File: config.mk
export PLATFORM = sky130hd
export DESIGN_NAME = mwrf_top
export DESIGN_NICKNAME = d
export VERILOG_FILES = /design/src/rtl/mwrf_pkg.sv /design/src/rtl/mwrf_decode.sv /design/src/rtl/mwrf_rdport.sv /design/src/rtl/mwrf_spadj.sv /design/src/rtl/mwrf_top.sv
export SDC_FILE = /design/constraint.sdc
export NUM_CORES = 1
export LEC_CHECK = 0
export ABC_AREA = 1
export BUFFER_PORTS_ARGS = -buffer_cell sky130_fd_sc_hd__buf_2
export CAP_MARGIN = 20
export CORE_AREA = 2 2 242 244
export CTS_CLUSTER_SIZE = 28
export DETAILED_ROUTE_END_ITERATION = 8
export DIE_AREA = 0 0 244 246
export PLACE_DENSITY = 0.61
export SLEW_MARGIN = 20
export SYNTH_ARGS = -nofsm -noshare
export SYNTH_HDL_FRONTEND = slang
export SYNTH_SLANG_ARGS = --single-unit
File: constraint.sdc
create_clock -name clk -period 2.05 [get_ports clk]
set_input_delay 0.205 -clock clk [delete_from_list [all_inputs] [get_ports clk]]
set_output_delay 0.205 -clock clk [all_outputs]
set_load 0.01 [all_outputs]
File: src/rtl/mwrf_pkg.sv
package mwrf_pkg;

    typedef enum logic [1:0] {
        SZ_BYTE = 2'b00,
        SZ_WORD = 2'b01,
        SZ_LONG = 2'b10,
        SZ_NONE = 2'b11
    } acc_size_e;

endpackage

File: src/rtl/mwrf_decode.sv
module mwrf_decode #(
    parameter int DATA_W = 32,
    parameter int IDX_W  = 3,
    localparam int SPEC_W = IDX_W + 1,
    localparam int SH_W   = $clog2(DATA_W)
) (
    input  logic [1:0]        size,
    input  logic [SPEC_W-1:0] spec,
    output logic              valid,
    output logic [IDX_W-1:0]  idx,
    output logic [SH_W-1:0]   lane_shift,
    output logic [DATA_W-1:0] lane_mask
);
    import mwrf_pkg::*;

    localparam int HALF_W = DATA_W / 2;
    localparam int BYTE_W = DATA_W / 4;
    localparam logic [DATA_W-1:0] BYTE_ONES = {{(DATA_W-BYTE_W){1'b0}}, {BYTE_W{1'b1}}};
    localparam logic [DATA_W-1:0] HALF_ONES = {{(DATA_W-HALF_W){1'b0}}, {HALF_W{1'b1}}};
    localparam logic [DATA_W-1:0] FULL_ONES = {DATA_W{1'b1}};

    acc_size_e         sz;
    logic              sel_bit;
    logic [DATA_W-1:0] width_mask;

    assign sz      = acc_size_e'(size);
    assign sel_bit = spec[SPEC_W-1];
    assign idx     = spec[IDX_W-1:0];

    always_comb begin
        valid      = 1'b1;
        lane_shift = '0;
        width_mask = '0;
        case (sz)
            SZ_BYTE: begin
                // selector set: low byte; clear: byte above it
                lane_shift = sel_bit ? SH_W'(0) : SH_W'(BYTE_W);
                width_mask = BYTE_ONES;
            end
            SZ_WORD: begin
                // selector set: extended (upper) half
                lane_shift = sel_bit ? SH_W'(HALF_W) : SH_W'(0);
                width_mask = HALF_ONES;
            end
            SZ_LONG: begin
                valid      = ~sel_bit;
                width_mask = FULL_ONES;
            end
            default: begin
                valid = 1'b0;
            end
        endcase
    end

    assign lane_mask = width_mask << lane_shift;

endmodule

File: src/rtl/mwrf_rdport.sv
module mwrf_rdport #(
    parameter int NUM_REGS = 8,
    parameter int DATA_W   = 32,
    localparam int IDX_W   = $clog2(NUM_REGS),
    localparam int SPEC_W  = IDX_W + 1
) (
    input  logic [NUM_REGS-1:0][DATA_W-1:0] regs,
    input  logic [1:0]                      size,
    input  logic [SPEC_W-1:0]               spec,
    output logic [DATA_W-1:0]               data
);
    localparam int SH_W = $clog2(DATA_W);

    logic              valid;
    logic [IDX_W-1:0]  idx;
    logic [SH_W-1:0]   lane_shift;
    logic [DATA_W-1:0] lane_mask;
    logic [DATA_W-1:0] raw;

    mwrf_decode #(.DATA_W(DATA_W), .IDX_W(IDX_W)) u_dec (
        .size       (size),
        .spec       (spec),
        .valid      (valid),
        .idx        (idx),
        .lane_shift (lane_shift),
        .lane_mask  (lane_mask)
    );

    assign raw  = regs[idx];
    assign data = valid ? ((raw & lane_mask) >> lane_shift) : '0;

endmodule

File: src/rtl/mwrf_spadj.sv
module mwrf_spadj #(
    parameter int DATA_W    = 32,
    parameter int STEP_WORD = 2,
    parameter int STEP_LONG = 4
) (
    input  logic              en,
    input  logic              pop,
    input  logic              long_step,
    input  logic [DATA_W-1:0] sp_cur,
    output logic [DATA_W-1:0] sp_next,
    output logic [DATA_W-1:0] sp_addr
);
    logic [DATA_W-1:0] step;
    logic [DATA_W-1:0] sp_up;
    logic [DATA_W-1:0] sp_down;

    assign step    = long_step ? DATA_W'(STEP_LONG) : DATA_W'(STEP_WORD);
    assign sp_up   = sp_cur + step;
    assign sp_down = sp_cur - step;

    always_comb begin
        sp_next = sp_cur;
        if (en) begin
            sp_next = pop ? sp_up : sp_down;
        end
    end

    // push uses the decremented address, pop uses the address before increment
    assign sp_addr = pop ? sp_cur : sp_down;

endmodule

File: src/rtl/mwrf_top.sv
module mwrf_top #(
    parameter int NUM_REGS = 8,
    parameter int DATA_W   = 32,
    parameter int SP_INDEX = 7,
    localparam int IDX_W   = $clog2(NUM_REGS),
    localparam int SPEC_W  = IDX_W + 1
) (
    input  logic              clk,
    input  logic              rst,
    input  logic [1:0]        rd0_size,
    input  logic [SPEC_W-1:0] rd0_spec,
    output logic [DATA_W-1:0] rd0_data,
    input  logic [1:0]        rd1_size,
    input  logic [SPEC_W-1:0] rd1_spec,
    output logic [DATA_W-1:0] rd1_data,
    input  logic              wr_en,
    input  logic [1:0]        wr_size,
    input  logic [SPEC_W-1:0] wr_spec,
    input  logic [DATA_W-1:0] wr_data,
    input  logic              sp_adj_en,
    input  logic              sp_adj_pop,
    input  logic              sp_adj_long,
    output logic [DATA_W-1:0] sp_out,
    output logic [DATA_W-1:0] sp_addr
);
    localparam int NUM_RD = 2;
    localparam int SH_W   = $clog2(DATA_W);

    typedef struct packed {
        logic [NUM_REGS-1:0][DATA_W-1:0] regs;
    } rf_state_t;

    rf_state_t st_d, st_q;

    // ---------------- read ports ----------------
    logic [1:0]        rd_size_a [NUM_RD];
    logic [SPEC_W-1:0] rd_spec_a [NUM_RD];
    logic [DATA_W-1:0] rd_data_a [NUM_RD];

    assign rd_size_a[0] = rd0_size;
    assign rd_spec_a[0] = rd0_spec;
    assign rd_size_a[1] = rd1_size;
    assign rd_spec_a[1] = rd1_spec;

    for (genvar p = 0; p < NUM_RD; p++) begin : g_rd
        mwrf_rdport #(.NUM_REGS(NUM_REGS), .DATA_W(DATA_W)) u_rd (
            .regs (st_q.regs),
            .size (rd_size_a[p]),
            .spec (rd_spec_a[p]),
            .data (rd_data_a[p])
        );
    end

    assign rd0_data = rd_data_a[0];
    assign rd1_data = rd_data_a[1];

    // ---------------- write decode ----------------
    logic              wr_valid;
    logic [IDX_W-1:0]  wr_idx;
    logic [SH_W-1:0]   wr_shift;
    logic [DATA_W-1:0] wr_mask;
    logic [DATA_W-1:0] wr_lane;
    logic              wr_hit;
    logic              wr_hits_sp;

    mwrf_decode #(.DATA_W(DATA_W), .IDX_W(IDX_W)) u_wdec (
        .size       (wr_size),
        .spec       (wr_spec),
        .valid      (wr_valid),
        .idx        (wr_idx),
        .lane_shift (wr_shift),
        .lane_mask  (wr_mask)
    );

    assign wr_lane    = (wr_data << wr_shift) & wr_mask;
    assign wr_hit     = wr_en & wr_valid;
    assign wr_hits_sp = wr_hit & (wr_idx == IDX_W'(SP_INDEX));

    // ---------------- stack pointer ----------------
    logic [DATA_W-1:0] sp_cur;
    logic [DATA_W-1:0] sp_adj_next;
    logic              adj_take;

    assign sp_cur   = st_q.regs[SP_INDEX];
    assign adj_take = sp_adj_en & ~wr_hits_sp;

    mwrf_spadj #(.DATA_W(DATA_W)) u_sp (
        .en        (adj_take),
        .pop       (sp_adj_pop),
        .long_step (sp_adj_long),
        .sp_cur    (sp_cur),
        .sp_next   (sp_adj_next),
        .sp_addr   (sp_addr)
    );

    assign sp_out = sp_cur;

    // ---------------- next state ----------------
    always_comb begin
        st_d = st_q;
        st_d.regs[SP_INDEX] = sp_adj_next;
        if (wr_hit) begin
            st_d.regs[wr_idx] = (st_q.regs[wr_idx] & ~wr_mask) | wr_lane;
        end
    end

    always_ff @(posedge clk) begin
        if (rst) begin
            st_q <= '0;
        end else begin
            st_q <= st_d;
        end
    end

endmodule

# Word-level counts from Yosys, hierarchy flattened

Cells that the tools add are included.

Bits in registers: 256
Output and inout bits: 128

Add/sub/neg operators: 2
Magnitude comparators: 4
Equality and inequality tests: 7
Shift operators: 6
Mux-type cells: 31
Bitwise operators: 13
Reductions and logical operators: 7

Operators by type and width:

| cell                                                                  | count |
|---|---|
| 32-bit binary-select mux with 3-bit select                            | 3 |
| 32-bit two-way mux                                                    | 9 |
| 32-bit case mux with 3 select lines                                   | 3 |
| 256-bit bitwise mux                                                   | 1 |
| 256-bit two-way mux                                                   | 1 |
| 32-bit AND                                                            | 4 |
| 32-bit by 5-bit left shift with 32-bit output                         | 4 |
| 32-bit demux with 3-bit select                                        | 1 |
| 32-bit by 5-bit right shift with 32-bit output                        | 2 |
| 32-bit adder                                                          | 1 |
| 32-bit NOT                                                            | 1 |
| 32-bit bitwise OR                                                     | 1 |
| 32-bit subtractor                                                     | 1 |
| 5-bit case mux with 2 select lines                                    | 3 |
| 5-bit two-way mux                                                     | 3 |
| 3-bit by 4-bit < comparator with 1-bit output, second input constant  | 3 |
| 4-bit two-way mux                                                     | 3 |
| 2-bit by 1-bit equality test with 1-bit output, second input constant | 3 |
| 2-bit equality test, second input constant                            | 3 |
| 2-bit logical NOT                                                     | 3 |
| 1-bit case mux with 2 select lines                                    | 3 |
| 2-bit OR reduction                                                    | 3 |
| 1-bit NOT                                                             | 4 |
| 1-bit AND                                                             | 3 |
| 4 further kinds                                                       | 4 |

# Depth between registers and ports, before layout

Depth after elaboration: 10
Gate-level depth with buffers: 17

# Modules after synthesis

Synthesis repeated with hierarchy kept, for this count alone.

Cells, all modules: 5,058
Area, all modules: 27,378.8 um^2

By module, submodules not included:

| module      | instances | cells each | area each (um^2) |
|---|---|---|---|
| mwrf_top    | 1         | 2,104      | 13,733.2 |
| mwrf_rdport | 2         | 1,069      | 4,734.5 |
| mwrf_spadj  | 1         | 627        | 2,907.8 |
| mwrf_decode | 3         | 63         | 422.9 |

# Least setup slack after synthesis

OpenSTA, ideal clock, no wires.

Path kind: reg2reg
From: register st_q (netlist bit sp_out[1])
To: register st_q (netlist bit sp_out[19])
Arrival: 2.023 ns
Path slack: -0.082 ns
Cell stages (with the launch flop): 16
Path buffers: 0
Period minus slack after synthesis: 2.132 ns
Cells stage by stage: dfxtp_1 ha_1 inv_1 fa_1 inv_1 nand3_1 inv_1 nand2_1 nor2_1 inv_1 nor2_1 nand3_1 nand3_1 nand3_1 nand2_1 inv_1

Cells in the longest elaborated chain, start to end: 5

Ends and longest elaborated chain:

| element                                           | RTL line                           | RTL |
|---|---|---|
| from (decl)                                       | mwrf_top.sv:33                     | `rf_state_t st_d, st_q;` |
| from (signal assigned)                            | mwrf_top.sv:111                    | `st_q <= st_d;` |
| 32-bit subtractor or 32-bit adder (tied branches) | mwrf_spadj.sv:19, mwrf_spadj.sv:18 |  |
| 32-bit two-way mux (*)                            | mwrf_spadj.sv:24                   | `sp_next = pop ? sp_up : sp_down;` |
| 32-bit two-way mux (*)                            | mwrf_spadj.sv:23                   | `if (en) begin` |
| 256-bit bitwise mux                               | mwrf_top.sv:103                    | `st_d.regs[wr_idx] = (st_q.regs[wr_idx] & ~wr_mask) \| wr_lane;` |
| 256-bit two-way mux (*)                           | mwrf_top.sv:102                    | `if (wr_hit) begin` |

Every way passes the cells marked *; elsewhere a longest branch is shown, timed or not.
A chain may end at the register's enable or synchronous reset.

# Worst setup path after layout

From: register st_q (netlist bit sp_out[1])
To: output port sp_addr[9]

Cells in the longest elaborated chain, start to end: 2

Ends and longest elaborated chain:

| element            | RTL line         | RTL |
|---|---|---|
| 32-bit subtractor  | mwrf_spadj.sv:19 | `assign sp_down = sp_cur - step;` |
| 32-bit two-way mux | mwrf_spadj.sv:29 | `assign sp_addr = pop ? sp_cur : sp_down;` |
| to (decl)          | mwrf_top.sv:24   | `output logic [DATA_W-1:0] sp_addr` |

No other way between the ends.

==> summary.md <==
| Metric | Value |
|---|---|
| Pwr Density | 578.6 nW/um^2 |
| Starting Density | 34.80% |
| TritonRoute pass-1 iters | 5 |
| Nets | 3,997 |
| Critical Path RT | 1.85 ns |
| DIE WIDTH | 244 um |
| Clk root buf | clkbuf_16 |
| Post-route cell area | 29,840 um^2 |
| Overflow after GRT | 0 |
| Area growth from synthesis to layout | 49.49% |
| Clock Latency Late Sink | 0.60 ns |
| Sequential Area | 5279 um^2 |
| Die height | 246 um |
| First-pass GRT wire length | 156,200 um |
| Share of cells above drive strength 1 | 36.70% |
| Initial DRC count | 3,390 |
| Post-synthesis cell type count | 45 |
| H-tree levels | 1 |
| Final Setup Violations | 95 |
| Most frequent cells in the layout | 539 x nand2_1, 428 x buf_4, 415 x o21ai_0 |
| DRC viols | 0 |
| GR Util All Layers | 34.25% |
| Placeable Area | 57,370 um^2 |
| Mapped Nets | 3,489 |
| Psw | 6.200 mW |
| PnR worst setup slack | -0.4978 ns |
| Worst ir drop on vdd | 650.6 uV |
| Cell Count Post-Placement | 4,561 |
| Post-CTS Hold Buffers | 0 |
| Final WL | 107,900 um |
| CTS clk-pin slew, worst paths | 0.07 ns |
| Max Fclk | 392.5 MHz |
| Routed WL per cell | 22.92 um |
| Buffers on Ports | 183 |
| FP Rows | 88 |
| Switch share | 35.91% |
| Max_cap viols | 0 |
| CP max FO | 4 |
| Bufs on Longest Clock Path | 3 |
| Io pins | 184 |
| Part of the Yosys area used for sequential elements | 25.67% |
| Largest net degree at the start of global routing | 78 |
| Avg Inst Size Synth | 5.849 um^2 |
| Tcrit/Tclk final | 124.3% |
| RSZ-0062 raised after global routing | true |
| Kind of start point of the critical path | flop |
| Post-Syn Area | 19,960 um^2 |
| Post-synth top area share | 25.67% |
| Worst slack at placement | -0.5171 ns |
| Final min period | 2.548 ns |
| Total power | 17.27 mW |
| GPL Wtd Cong | 1.053 |
| Cells after synthesis | 3,413 |
| Outcome | finished, violations left |
| Failing checks | negative setup slack |
| Worst R2R Path Depth | 19 |
| Warnings from Yosys | 0 |
| CTS tree | built |
| Yosys reg bits | 256 |
| Crit Path Class | flop to primary output |
| Synth async-reset ratio | 0% |
| Max Transition Viols Final | 0 |
| Clock Sinks | 256 |
| Final ANT Viol Nets | 0 |
| Comb pwr share | 33.8% |
| Yosys top cell by area | dfxtp_1 |
| Die ar. | 60,020 um^2 |
| Vias per inst | 5.700 |
| Main synth FF type | dfxtp_1 |
| CP endpoint kind | primary output |
| WHS Path Cells | 4 |
| Antenna violations before repair | 0 |
| HP Class | input port to flop |
| Vias in the first global route | 24.23k |
| DP Wirelength | 79,500 um |
| Internal | 11.07 mW |
| Area after DPL | 25,040 um^2 |
| Number of synthesized flops with an enable pin | 0 |
| Power share of the clock group | 35.6% |
| CP Data Arrival Time | 2.34 ns |
| Relative slew margins | 49.43% |
| Most common cell after layout, fill and taps aside | nand2_1 |
| Total number of vias | 26.85k |
| Sequential share of power | 30.6% |
| Pleak | 12.98 nW |
| Synth area leaders | dfxtp_1 26%, o21ai_0 14%, nand2_1 12%, a21oi_1 11%, nand3_1 6.8% |
| CTS Buf Count | 30 |
| Worst-margin pin slew | 0.7585 ns |
| # fillers | 5,678 |
| Area of the multi-input gates | 14,490 um^2 |
| # diodes | 0 |
| Worst Skew | 0.02099 ns |
| Post-Layout Cell Count | 4,710 |
| Final Hold Fails | 0 |
-- worst paths after layout --
check | startpoint | endpoint | slack, ns
max | sp_out[1] | sp_addr[9] | -0.50
min | sp_adj_en | sp_out[2] | 0.02
max reg2reg | sp_out[2] | sp_out[22] | -0.27
min reg2reg | st_q[3] | st_q[3] | 0.54
-- metrics by stage --
step / util, % / hold slack [ns] / setup TNS [ns]
finish: 52.02 / 0.02463 / -21.73
global route: 52.02 / 0.08928 / -29.70
CTS: 49.67 / 0.02352 / -21.56
detailed placement: 43.65 / 0.5220 / -24.92
global placement: 43.65 / 0.5177 / -21.40
floorplan: - / 0.4421 / 0
-- Yosys cell counts (2+ instances only) --
| cell type | instances |
|---|---|
| a211oi_1 | 4 |
| o31ai_4 | 2 |
| nor2_1 | 308 |
| nand3_1 | 270 |
| fa_1 | 2 |
| inv_2 | 10 |
| o21ai_1 | 26 |
| clkinv_1 | 6 |
| nor2_2 | 4 |
| or2_2 | 4 |
| a22oi_1 | 10 |
| inv_1 | 319 |
| nor3_1 | 15 |
| buf_4 | 36 |
| xor2_1 | 5 |
| buf_2 | 74 |
| o211a_1 | 2 |
| clkbuf_1 | 158 |
| o211ai_1 | 98 |
| o21ai_0 | 559 |
| ha_1 | 18 |
| nand3b_1 | 2 |
| o2111ai_1 | 8 |
| dfxtp_1 | 256 |
| o221ai_1 | 16 |
| nand2_1 | 642 |
| and3_1 | 2 |
| nand4_1 | 21 |
| nand2_2 | 12 |
| a31oi_1 | 3 |
| a21oi_1 | 455 |
| buf_1 | 20 |
| nand3_2 | 2 |
| o22ai_1 | 19 |
| o21ai_2 | 4 |
| o21bai_1 | 12 |
-- logic make-up (layout without fill, tap and decap cells) --
family / after synthesis / count (layout) / synth area share [%]
flops: 256 / 256 / 25.67
xor+xnor: 5 / 5 / 0.2194
simple gates: 1285 / 1285 / 26.70
compound gates: 1222 / 1222 / 33.17
fa+ha+maj: 20 / 20 / 1.329
buf+inv: 625 / 1157 / 12.91
-- per-layer routing --
| metal | GRT usage, % | part of all wire, % | wire length, um |
|---|---|---|---|
| met1 | 45.44 | 40 | 43000 |
| met2 | 51.20 | 42 | 45220 |
| met3 | 6.623 | 11 | 12180 |
| met4 | 20.73 | 7.0 | 7532 |
| met5 | 0 | 0 | 0 |
-- flip-flops by register name, summed over array words and instances (netlist names) --
name / cells
st_q: 224
sp_out: 32
-- critical path, cell delays in order (launching register included) --
cell and delay [ns]:
dfxtp_2 0.34, inv_2 0.04, ha_4 0.15, fa_2 0.37, nand2_4 0.10, nor2_4 0.06, buf_4 0.13, buf_4 0.12
nor2_2 0.07, o21ai_1 0.08, o21ai_1 0.12, buf_2 0.16
-- timing repair --
item	4_1_cts	5_1_grt
setup buffers	78	41
endpoints found under the hold margin	0	0
resized for setup	680	348
pin swaps	210	179
setup endpoints to repair	107	118
-- area by class of cell --
cell class              count  share of cell area (%)
multi-input cells        2532                   48.57
flip-flops and latches    256                   17.69
clock buffers              34                   2.667
inverters                 336                   4.482
repair buffers            765                   22.31
clock inverters            22                   1.069
well taps                 765                   3.208
-- power by group through the flow --
stage	Combinational [mW]	Clock, mW	Sequential [mW]
6_report	5.84	6.16	5.28
3_3_place_gp	4.56	0	5.36
5_1_grt	6.11	6.37	5.29
4_1_cts	5.26	6.18	5.26
3_5_place_dp	4.56	0	5.36
2_1_floorplan	2.22	0	5.30
No activity file was read; power rests on OpenSTA's default activity.
